### src/rtl/dwl_pkg.sv
package dwl_pkg;
  typedef enum logic [1:0] {
    WK_NONE = 2'd0,
    WK_NIB  = 2'd1,
    WK_XFER = 2'd2
  } wr_kind_e;
endpackage

### src/rtl/dwl_rst_sync.sv
module dwl_rst_sync (
  input  logic clk,
  input  logic rst_ni,
  output logic rst_no
);
  logic [1:0] sync_q;

  always_ff @(posedge clk or negedge rst_ni) begin
    if (!rst_ni) sync_q <= 2'b00;
    else         sync_q <= {sync_q[0], 1'b1};
  end

  assign rst_no = sync_q[1];
endmodule

### src/rtl/dwl_hold_regs.sv
module dwl_hold_regs #(
  parameter int NIB_W   = 4,
  parameter int NUM_NIB = 3,
  parameter int SEL_W   = 2,
  localparam int CODE_W = NIB_W * NUM_NIB
) (
  input  logic              clk,
  input  logic              rst_ni,
  input  logic              we_i,
  input  logic [SEL_W-1:0]  sel_i,
  input  logic [NIB_W-1:0]  data_i,
  output logic [CODE_W-1:0] hold_o
);
  for (genvar k = 0; k < NUM_NIB; k++) begin : g_nib
    logic [NIB_W-1:0] nib_q;
    logic [NIB_W-1:0] nib_d;
    logic             nib_en;

    always_comb begin
      nib_en = we_i && (sel_i == SEL_W'(k));
      nib_d  = nib_en ? data_i : nib_q;
    end

    always_ff @(posedge clk or negedge rst_ni) begin
      if (!rst_ni) nib_q <= '0;
      else         nib_q <= nib_d;
    end

    assign hold_o[k*NIB_W +: NIB_W] = nib_q;

    AST_NIB_LOAD: assert property (@(posedge clk) disable iff (!rst_ni)
      (we_i && sel_i == SEL_W'(k)) |=> (hold_o[k*NIB_W +: NIB_W] == $past(data_i)));
  end

  AST_HOLD_IDLE: assert property (@(posedge clk) disable iff (!rst_ni)
    !we_i |=> $stable(hold_o));
endmodule

### src/rtl/dwl_out_reg.sv
module dwl_out_reg #(
  parameter int CODE_W = 12
) (
  input  logic              clk,
  input  logic              rst_ni,
  input  logic              clr_ni,
  input  logic              xfer_i,
  input  logic [CODE_W-1:0] hold_i,
  output logic [CODE_W-1:0] code_o
);
  logic [CODE_W-1:0] code_q;
  logic [CODE_W-1:0] code_d;

  always_comb begin
    code_d = code_q;
    if (!clr_ni)     code_d = '0;
    else if (xfer_i) code_d = hold_i;
  end

  always_ff @(posedge clk or negedge rst_ni) begin
    if (!rst_ni) code_q <= '0;
    else         code_q <= code_d;
  end

  assign code_o = code_q;

  AST_CLR_ZERO: assert property (@(posedge clk) disable iff (!rst_ni)
    !clr_ni |=> (code_o == '0));
  AST_XFER_COPY: assert property (@(posedge clk) disable iff (!rst_ni)
    (xfer_i && clr_ni) |=> (code_o == $past(hold_i)));
  AST_CODE_STABLE: assert property (@(posedge clk) disable iff (!rst_ni)
    (!xfer_i && clr_ni) |=> $stable(code_o));
endmodule

### src/rtl/dwl_dac_front.sv
module dwl_dac_front #(
  parameter int NIB_W   = 4,
  parameter int NUM_NIB = 3,
  localparam int SEL_W  = $clog2(NUM_NIB + 1),
  localparam int CODE_W = NIB_W * NUM_NIB
) (
  input  logic              clk,
  input  logic              rst_n,
  input  logic [NIB_W-1:0]  data_i,
  input  logic [SEL_W-1:0]  reg_sel_i,
  input  logic              unit_sel_n,
  input  logic              wr_n,
  input  logic              clr_n,
  output logic [CODE_W-1:0] code_o
);
  import dwl_pkg::*;

  logic              rst_int_n;
  wr_kind_e          wr_kind;
  logic [CODE_W-1:0] hold;

  dwl_rst_sync u_rst (
    .clk    (clk),
    .rst_ni (rst_n),
    .rst_no (rst_int_n)
  );

  always_comb begin
    wr_kind = WK_NONE;
    if (!unit_sel_n && !wr_n) begin
      if (reg_sel_i == SEL_W'(NUM_NIB))     wr_kind = WK_XFER;
      else if (reg_sel_i < SEL_W'(NUM_NIB)) wr_kind = WK_NIB;
    end
  end

  dwl_hold_regs #(
    .NIB_W   (NIB_W),
    .NUM_NIB (NUM_NIB),
    .SEL_W   (SEL_W)
  ) u_hold (
    .clk    (clk),
    .rst_ni (rst_int_n),
    .we_i   (wr_kind == WK_NIB),
    .sel_i  (reg_sel_i),
    .data_i (data_i),
    .hold_o (hold)
  );

  dwl_out_reg #(
    .CODE_W (CODE_W)
  ) u_out (
    .clk    (clk),
    .rst_ni (rst_int_n),
    .clr_ni (clr_n),
    .xfer_i (wr_kind == WK_XFER),
    .hold_i (hold),
    .code_o (code_o)
  );

  AST_GATED_NO_CHANGE: assert property (@(posedge clk) disable iff (!rst_int_n)
    ((unit_sel_n || wr_n) && clr_n) |=> $stable(code_o));
endmodule

### config.mk
export PLATFORM = sky130hd
export DESIGN_NAME = dwl_dac_front
export DESIGN_NICKNAME = d
export VERILOG_FILES = /design/src/rtl/dwl_pkg.sv /design/src/rtl/dwl_rst_sync.sv /design/src/rtl/dwl_hold_regs.sv /design/src/rtl/dwl_out_reg.sv /design/src/rtl/dwl_dac_front.sv
export SDC_FILE = /design/constraint.sdc
export NUM_CORES = 1
export LEC_CHECK = 0
export BUFFER_PORTS_ARGS = -buffer_cell sky130_fd_sc_hd__buf_2
export CAP_MARGIN = 20
export CORE_MARGIN = 2
export CORE_UTILIZATION = 30
export DETAILED_ROUTE_END_ITERATION = 7
export GPL_TIMING_DRIVEN = 0
export MAX_ROUTING_LAYER = met4
export PLACE_DENSITY_LB_ADDON = 0.25
export SETUP_SLACK_MARGIN = 0.15
export SYNTH_ARGS = -nofsm -noshare
export SYNTH_HDL_FRONTEND = slang
export SYNTH_HIERARCHICAL = 1
export SYNTH_SLANG_ARGS = --single-unit
### constraint.sdc
create_clock -name clk -period 2.3 [get_ports clk]
set_input_delay 0.23 -clock clk [delete_from_list [all_inputs] [get_ports clk]]
set_output_delay 0.23 -clock clk [all_outputs]
set_load 0.05 [all_outputs]
==> results.sh, run 1 <==
export IMPL_status="finished clean"
export IMPL_grt_max_degree=25
export IMPL_p_seq_share_pct=61.6
export IMPL_p_leak_nw=0.576
export IMPL_num_antenna_cells=0
export IMPL_insertion_delay_ns=0.31
export IMPL_instances_no_fill=143
export IMPL_final_util_pct=37.7
export IMPL_tightest_slew_ns=0.938
export IMPL_cp_required_ns=2.51
export IMPL_cp_max_fo=5
export IMPL_synth_nets=81
export IMPL_via_count=617
export IMPL_synth_area_leaders="dfrtp_1 (62%), mux2_2 (13%), mux2i_1 (11%)"
export IMPL_syn_area_per_cell_um2=15.1
export IMPL_cts_num_sinks=26
export IMPL_p_switching_w=0.000218
export IMPL_timing_rr_start="u_rst/sync_q[1]"
export IMPL_grt_pass1_wl_um=3080
export IMPL_synthesis_area_mm2=0.00105
export IMPL_power_share_clock_pct=24.9
export IMPL_n_fill_cell=361
export IMPL_numPortBuffers=22
export IMPL_min_to="u_out/code_o[7]"
export IMPL_fin_setup_tns_ns=0
export IMPL_finClkSkew_ns=0.00451
export IMPL_start_util_pct=31.3
export IMPL_ioPinCount=23
export IMPL_p_int_w=0.000676
export IMPL_cts_repair_resized=0
export IMPL_rsz0062_at_grt="false"
export IMPL_multi_input_area_um2=388
export IMPL_post_drt_wl_per_cell_um=12.5
export IMPL_synthMuxAreaShare_pct=24.2
export IMPL_yosysTopAreaCellShare_pct=61.8
export IMPL_async_reset_ff_share_pct=100
export IMPL_max_vdd_ir_drop_uv=322
export IMPL_netlist_instances=70
export IMPL_ys_ff_latch=26
export IMPL_layout_drive_gt1_share_pct=42.3
export IMPL_synth_simple_area_share_pct=11.5
export IMPL_die_w_um=63.3
export IMPL_cp_end_kind="flop"
export IMPL_synth_top_cell_by_area="dfrtp_1"
export IMPL_finalMaxSlewViolations=0
export IMPL_ys_flop_type="dfrtp_1"
export IMPL_synthXorXnorAreaFrac_pct=0
export IMPL_cts_tree="built"
export IMPL_seq_area_um2=651
export IMPL_drc=0
export IMPL_htree_levels=1
export IMPL_synth_cell_types=11
export IMPL_hp_start="clr_n"
export IMPL_arrival_ns=1.45
export IMPL_dp_hpwl_um=1300
export IMPL_grt_usage_pct=10.3
export IMPL_slew_headroom_pct=37.4
export IMPL_setup_violations_final=0
export IMPL_hp_class="in2reg"
export IMPL_r2r_setup_slack_ns=1.33
export IMPL_synth_common_cells="dfrtp_1 (26), mux2_2 (12), mux2i_1 (12), nor2b_1 (12), nand3b_1 (2)"
export IMPL_cts_hold_buffers=1
export IMPL_post_cts_buffers=0
export IMPL_dp_cells=138
export IMPL_gp_congestion=0.676
export IMPL_cp_start_kind="input pin"
export IMPL_ys_seq_area_share_pct=61.8
export IMPL_synth_adder_area_share_pct=0
export IMPL_max_cap_violations=0
export IMPL_clock_root_buffer="clkbuf_4"
export IMPL_cts_buffers=3
export IMPL_hold_viol=0
export IMPL_die_height_um=63.3
export IMPL_area_delta_synth_final_pct=20.3
export IMPL_synth_top_family_by_area="multiplexers"
export IMPL_clockBufferDepth=2
export IMPL_r2r_cells=0
export IMPL_power_density_mw_per_mm2=705
export IMPL_grt_pass1_vias=648
export IMPL_drt_first_pass_iters=2
export IMPL_grt_overflow=0
export IMPL_synth_edf_count=0
export IMPL_critPathKind="in2reg"
export IMPL_wirelength_um=1790
export IMPL_combPwrFrac_pct=13.5
export IMPL_swShare_pct=24.4
export IMPL_r2r_end="u_out/code_o[7]"
export IMPL_drt_iter0_markers=12
export IMPL_layout_nets=109
export IMPL_dpl_cell_area_mm2=0.00122
export IMPL_yosys_warnings=6
export IMPL_coreArea_mm2=0.00336
export IMPL_fmax_mhz=806
export IMPL_avgViaCountPerCell=4.31
export IMPL_die_area_mm2=0.00400
export IMPL_total_power_w=0.000894
export IMPL_min_period_over_period_pct=53.9
export IMPL_synth_compound_area_share_pct=0.713
export IMPL_min_path_cells=2
export IMPL_synth_most_common_cell="dfrtp_1"
export IMPL_fin_area_mm2=0.00127
export IMPL_period_needed_ns=1.24
export IMPL_rows=21
export IMPL_antenna_found_initial=0
export IMPL_path_clk_slew_ns=0.13
export IMPL_ant_nets=0
-- cell type report --
type	count	share of cell area, %
well taps	46	4.54
plain buffers	2	1.18
multi-input cells	42	30.6
repair buffers	23	9.48
clock buffers	4	2.86
flip-flops and latches	26	51.3
-- logic make-up after synthesis --
group / Yosys count
AOI/OAI and AO/OA: 1
other: 1
buffers and inverters: 2
and+or+nand+nor: 16
DFF: 26
muxes: 24
-- layout by cell type, fill, tap and decap left out, types with 2 or more instances in the layout --
master / n
clkbuf_4: 3
mux2i_1: 12
nand3b_1: 2
buf_2: 22
mux2_2: 12
dfrtp_1: 26
nor2b_1: 12
-- registers in the layout (all words and copies together) (netlist names) --
signal              flops
u_rst/sync_q            2
u_hold/g_nib.nib_q     12
u_out/code_o           12
-- worst max-delay path by stage --
stage                       from  slack (ns)  depth (start not counted)                  endpoint
floorplan           reg_sel_i[1]        0.99                          3  u_hold/g_nib[0].nib_q[0]
CTS                 reg_sel_i[1]        1.06                          4  u_hold/g_nib[0].nib_q[3]
finish              reg_sel_i[1]        1.06                          4  u_hold/g_nib[0].nib_q[2]
global placement    reg_sel_i[1]        0.74                          4  u_hold/g_nib[0].nib_q[1]
global route        reg_sel_i[1]        0.97                          4  u_hold/g_nib[0].nib_q[2]
detailed placement  reg_sel_i[1]        0.71                          4  u_hold/g_nib[0].nib_q[1]
-- critical path, cell delays in order --
cell      delay, ns
buf_2          0.14
a211oi_1       0.36
nor3b_4        0.35
mux2_2         0.37
-- per-stage QoR --
step | setup slack [ns] | hold slack [ns]
6_report | 1.06 | 0.164
5_1_grt | 0.973 | 0.147
4_1_cts | 1.06 | 0.152
3_5_place_dp | 0.707 | 0.0158
3_3_place_gp | 0.739 | 0.0150
2_1_floorplan | 0.987 | -0.0656
-- power by group through the flow --
stage	Sequential [W]	Combinational (W)	Clock, W
global route	0.000561	0.000131	0.000258
CTS	0.000552	0.000122	0.000238
finish	0.000550	0.000120	0.000223
global placement	0.000559	0.000117	0
detailed placement	0.000562	0.000120	0
floorplan	0.000572	0.0000690	0
-- layer usage --
layer  global-route usage, %  share of wire (%)
met1                    14.1                 50
met5                       -                  0
met3                    3.21                5.1
met4                    1.63                  0
met2                    15.4                 45
(Power assumes the default switching activity.)
==> run 2: changes to the inputs <==
- ABC_AREA: default -> 1
- clock period: 2.3 -> 1.17 ns (I/O delays scaled with it)
==> results.sh, run 2 <==
export IMPL_status="finished clean"
export IMPL_max_vdd_ir_drop_uv=370
export IMPL_timing_rr_start="u_hold/g_nib[0].nib_q[2]"
export IMPL_cp_required_ns=1.05
export IMPL_min_period_over_period_pct=84.8
export IMPL_layout_nets=158
export IMPL_synth_common_cells="nand2_1 (39), nand3_1 (28), dfrtp_1 (26), nand4_1 (8)"
export IMPL_ys_flop_type="dfrtp_1"
export IMPL_antenna_found_initial=0
export IMPL_via_count=893
export IMPL_hp_start="data_i[2]"
export IMPL_async_reset_ff_share_pct=100
export IMPL_synthesis_area_mm2=0.00111
export IMPL_grt_pass1_vias=880
export IMPL_synth_top_cell_by_area="dfrtp_1"
export IMPL_fmax_mhz=1010
export IMPL_grt_max_degree=25
export IMPL_synth_most_common_cell="nand2_1"
export IMPL_worstPathCellList="buf_2"
export IMPL_arrival_ns=0.88
export IMPL_slowest_delay_ns=0.35
export IMPL_coreArea_mm2=0.00361
export IMPL_htree_levels=1
export IMPL_finClkSkew_ns=0.00326
export IMPL_grt_pass1_wl_um=3780
export IMPL_r2r_end="u_out/code_o[2]"
export IMPL_netlist_instances=119
export IMPL_cp_max_fo=2
export IMPL_p_leak_nw=0.746
export IMPL_drt_iter0_markers=30
export IMPL_clockBufferDepth=2
export IMPL_post_drt_wl_per_cell_um=11.1
export IMPL_critPathLaunch="u_out/code_o[2]"
export IMPL_layout_setup_ws_ns=0.177
export IMPL_numPortBuffers=22
export IMPL_layout_drive_gt1_share_pct=26.7
export IMPL_area_delta_synth_final_pct=23.5
export IMPL_finalMaxSlewViolations=0
export IMPL_synth_nets=130
export IMPL_mostFrequentLayoutCell="nand2_1"
export IMPL_ys_ff_latch=26
export IMPL_num_antenna_cells=0
export IMPL_cp_end_kind="primary output"
export IMPL_setup_violations_final=0
export IMPL_rsz0062_at_grt="true"
export IMPL_gp_congestion=0.855
export IMPL_rows=22
export IMPL_cp_top_family="flip-flops"
export IMPL_yosysTopAreaCellShare_pct=58.6
export IMPL_grt_usage_pct=11.8
export IMPL_drc=0
export IMPL_cts_buffers=3
export IMPL_insertion_delay_ns=0.26
export IMPL_hp_class="in2reg"
export IMPL_cts_num_sinks=26
export IMPL_cts_tree="built"
export IMPL_crit_buf_inv=1
export IMPL_power_density_mw_per_mm2=1350
export IMPL_critPathKind="reg2out"
export IMPL_r2r_setup_slack_ns=0.53
export IMPL_ys_seq_area_share_pct=58.6
export IMPL_r2r_cells=2
export IMPL_max_cap_violations=0
export IMPL_dp_slack_ns=-0.0536
export IMPL_synth_area_leaders="dfrtp_1 (59%), nand2_1 (13%), nand3_1 (13%)"
export IMPL_post_cts_buffers=0
export IMPL_min_to="u_hold/g_nib[0].nib_q[2]"
export IMPL_crit_slowest_cell="dfrtp_1"
export IMPL_yosys_warnings=6
export IMPL_die_area_mm2=0.00421
export IMPL_hold_viol=0
export IMPL_die_w_um=64.9
export IMPL_fin_setup_tns_ns=0
export IMPL_die_height_um=64.9
export IMPL_period_needed_ns=0.993
export IMPL_grt_overflow=0
export IMPL_dp_hpwl_um=1650
export IMPL_ant_nets=0
export IMPL_avgViaCountPerCell=4.60
export IMPL_start_util_pct=30.8
export IMPL_clock_root_buffer="clkbuf_8"
export IMPL_wirelength_um=2150
export IMPL_path_clk_slew_ns=0.08
export IMPL_drt_first_pass_iters=4
export IMPL_syn_area_per_cell_um2=9.34
export IMPL_min_path_cells=3
export IMPL_ioPinCount=23
export IMPL_cp_start_kind="flop"
export IMPL_synth_edf_count=0
export IMPL_synth_cell_types=13
export IMPL_layout_common_cells="nand2_1 (39), nand3_1 (28), dfrtp_1 (25), buf_2 (13), clkbuf_4 (10)"
run 2: cell count changes in the layout (fill, tap and decap cells not counted), sizes merged, moves of 6 or more:
cell and delta:
buf -6, clkbuf +9, inv +6, mux2 -12, mux2i -12, nand2 +40
nand3 +30, nand4 +8, nor2b -12
run 2: worst min-delay path, cell delays in order:
cell and delay (ns):
buf_2 0.12, nand3_1 0.08, nand2_1 0.05
run 2: cells by family (layout without fill, tap and decap cells):
family | count (synthesis) | in the layout | synth area share (%)
flops | 26 | 26 | 58.6
buf+inv | 11 | 38 | 6.76
simple gates | 81 | 81 | 34.3
other cells | 1 | 1 | 0.338
run 2: final cells by class:
type,count,area (um^2)
Sequential cell,26,652
Clock buffer,4,55.1
Tap cell,48,60.1
Multi-Input combinational cell,82,388
Timing Repair Buffer,23,143
Inverter,6,22.5
Fill cell,371,2230
Buffer,5,52.6
run 2: timing repair:
action	in CTS	in global routing
hold buffers	1	0
endpoints found under the setup margin	24	19
endpoints found under the hold margin	2	0
gates resized for setup	1	10
run 2: worst max path at each step:
stage                            to  depth (start not counted)  slack [ns]
detailed placement  u_out/code_o[1]                          7       -0.05
CTS                       code_o[7]                          1        0.16
global route              code_o[5]                          1        0.15
finish                    code_o[2]                          1        0.18
floorplan           u_out/code_o[0]                          2        0.31
global placement    u_out/code_o[9]                          7       -0.03
run 2: power breakdown:
part | internal (W) | total [W] | leakage (nW) | switching (W)
clock | 0.000300 | 0.000558 | 0.0288 | 0.000258
sequential | 0.000997 | 0.00107 | 0.341 | 0.0000709
combinational | 0.0000834 | 0.000225 | 0.377 | 0.000142
total | 0.00138 | 0.00185 | 0.746 | 0.000470
run 2: metrics by stage:
stage,hold WS (ns),util [%],cell area [um^2],instances,power [W]
floorplan,-0.179,-,1110,119,0.00122
global placement,-0.0983,35.5,1280,189,0.00130
detailed placement,-0.0951,35.5,1280,189,0.00130
CTS,0.122,37.4,1350,194,0.00187
global route,0.137,38.1,1370,194,0.00195
finish,0.125,38.1,1370,194,0.00185
run 2: layer usage:
metal  wire length, um  vias to the layer above  GRT usage (%)
li1                  -                      448              -
met1              1020                      416           14.8
met2               974                       27           18.0
met3               125                        2           2.08
met4                27                        0           6.65
met5                 0                        -              -
==> run 3: changes to the inputs <==
- clock period: 1.17 -> 1.05 ns (I/O delays scaled with it)
==> results.sh, run 3 (same netlist as run 2, synthesis figures left out) <==
export IMPL_dp_hpwl_um=1650
export IMPL_die_w_um=64.9
export IMPL_slew_headroom_pct=66.0
export IMPL_htree_levels=1
export IMPL_cp_max_fo=2
export IMPL_swShare_pct=25.4
export IMPL_layout_drive_gt1_share_pct=33.8
export IMPL_worstPathCellList="buf_6"
export IMPL_cp_required_ns=0.94
export IMPL_cts_tree="built"
export IMPL_finalMaxSlewViolations=0
export IMPL_grt_usage_pct=12.3
export IMPL_grt_util_met2_pct=19.2
export IMPL_crit_slowest_cell="dfrtp_1"
export IMPL_multi_input_area_um2=398
export IMPL_die_area_mm2=0.00421
export IMPL_power_share_clock_pct=29.5
export IMPL_antenna_found_initial=0
export IMPL_slowest_delay_ns=0.41
export IMPL_grt_busiest_layer="met2"
export IMPL_tightest_slew_ns=0.511
export IMPL_dpl_cell_area_mm2=0.00128
export IMPL_final_util_pct=42.8
export IMPL_cts_num_sinks=26
export IMPL_cp_top_family="flip-flops"
export IMPL_start_util_pct=30.8
export IMPL_status="finished clean"
export IMPL_drt_first_pass_iters=4
export IMPL_ant_nets=0
export IMPL_period_needed_ns=0.945
export IMPL_cts_buffers=3
export IMPL_coreArea_mm2=0.00361
export IMPL_max_cap_violations=0
export IMPL_dp_slack_ns=-0.162
export IMPL_fmax_mhz=1060
export IMPL_grt_overflow=0
export IMPL_area_delta_synth_final_pct=39.0
export IMPL_mostFrequentLayoutCell="nand2_1"
export IMPL_drc=0
export IMPL_layout_setup_ws_ns=0.105
export IMPL_hp_class="in2reg"
export IMPL_via_count=950
export IMPL_fin_area_mm2=0.00154
export IMPL_critPathKind="reg2out"
export IMPL_insertion_delay_ns=0.26
export IMPL_layout_common_cells="nand2_1 (39), nand3_1 (27), dfrtp_1 (25), buf_6 (17), buf_4 (13)"
export IMPL_p_int_w=0.00156
export IMPL_grt_pass1_wl_um=3950
export IMPL_p_seq_share_pct=57.1
export IMPL_cp_end_kind="primary output"
export IMPL_finClkSkew_ns=0.00135
export IMPL_clock_root_buffer="clkbuf_8"
export IMPL_hold_viol=0
export IMPL_min_period_over_period_pct=90.0
export IMPL_post_drt_wl_per_cell_um=11.0
export IMPL_arrival_ns=0.84
export IMPL_max_vdd_ir_drop_uv=414
export IMPL_clockBufferDepth=2
export IMPL_wirelength_um=2290
export IMPL_numPortBuffers=22
export IMPL_met3_usage_pct=1.91
export IMPL_combPwrFrac_pct=13.5
export IMPL_drt_iter0_markers=31
export IMPL_grt_pass1_vias=932
export IMPL_power_density_mw_per_mm2=1350
export IMPL_crit_buf_inv=1
export IMPL_p_leak_nw=0.837
export IMPL_n_fill_cell=378
export IMPL_grt_max_degree=25
export IMPL_p_switching_w=0.000530
export IMPL_rsz0062_at_grt="true"
export IMPL_seq_area_um2=652
export IMPL_die_height_um=64.9
export IMPL_num_antenna_cells=0
export IMPL_use_met1_pct=15.3
export IMPL_avgViaCountPerCell=4.57
export IMPL_layout_nets=172
export IMPL_rows=22
export IMPL_ioPinCount=23
export IMPL_path_clk_slew_ns=0.08
export IMPL_cp_start_kind="flop"
export IMPL_gp_congestion=0.855
export IMPL_setup_violations_final=0
[run 3: cell count changes in the layout (fill, tap and decap cells not counted), sizes merged]
| cell | before | now |
|---|---|---|
| clkbuf | 14 | 5 |
| buf | 17 | 40 |
[run 3: power by group through the flow]
stage               combinational, W  sequential (W)  clock, W
floorplan                   0.000136         0.00122         0
global placement            0.000240         0.00121         0
detailed placement          0.000244         0.00121         0
CTS                         0.000273         0.00119  0.000638
global route                0.000319         0.00121  0.000670
finish                      0.000282         0.00119  0.000617
[run 3: area by class of cell]
class	instances	share of cell area, %
Tap cell	48	3.89
Inverter	6	1.46
Buffer	5	3.40
Multi-Input combinational cell	82	25.8
Clock buffer	4	3.57
Timing Repair Buffer	37	19.7
Sequential cell	26	42.2
[run 3: stage by stage]
step / setup TNS, ns / hold WS [ns] / total power (W) / std cells
after global routing: 0 / 0.125 / 0.00220 / 208
after CTS: 0 / 0.110 / 0.00211 / 203
final: 0 / 0.115 / 0.00209 / 208
after floorplan: 0 / -0.191 / 0.00136 / 119
after global placement: -1.39 / -0.110 / 0.00145 / 189
after detailed placement: -1.71 / -0.107 / 0.00145 / 189
[run 3: metal layers]
layer	part of all wire (%)	wire length (um)
met1	47	1080
met2	47	1080
met3	4.3	99
met4	1.2	27
met5	0	0
[run 3: path summary, 6_finish.rpt]
kind                                       endpoint             from  slack (ns)  depth (start not counted)
setup reg to reg                    u_out/code_o[1]  u_out/code_o[1]        0.18                          4
hold reg to reg            u_hold/g_nib[0].nib_q[0]  u_rst/sync_q[1]        0.24                          0
max in group asynchronous          u_out/code_o[11]  u_rst/sync_q[1]        0.46                          0
setup / recovery                          code_o[1]  u_out/code_o[1]        0.11                          1
min in group asynchronous           u_rst/sync_q[0]            rst_n        0.14                          2
hold / removal             u_hold/g_nib[0].nib_q[2]        data_i[2]        0.12                          3
[run 3: what timing repair did]
item / CTS / global route
gates resized for setup: 26 / 3
setup endpoints to repair: 47 / 22
pin swaps: 0 / 1
hold buffers: 1 / 0
hold endpoints to repair: 2 / 0
buffers inserted: 9 / 5
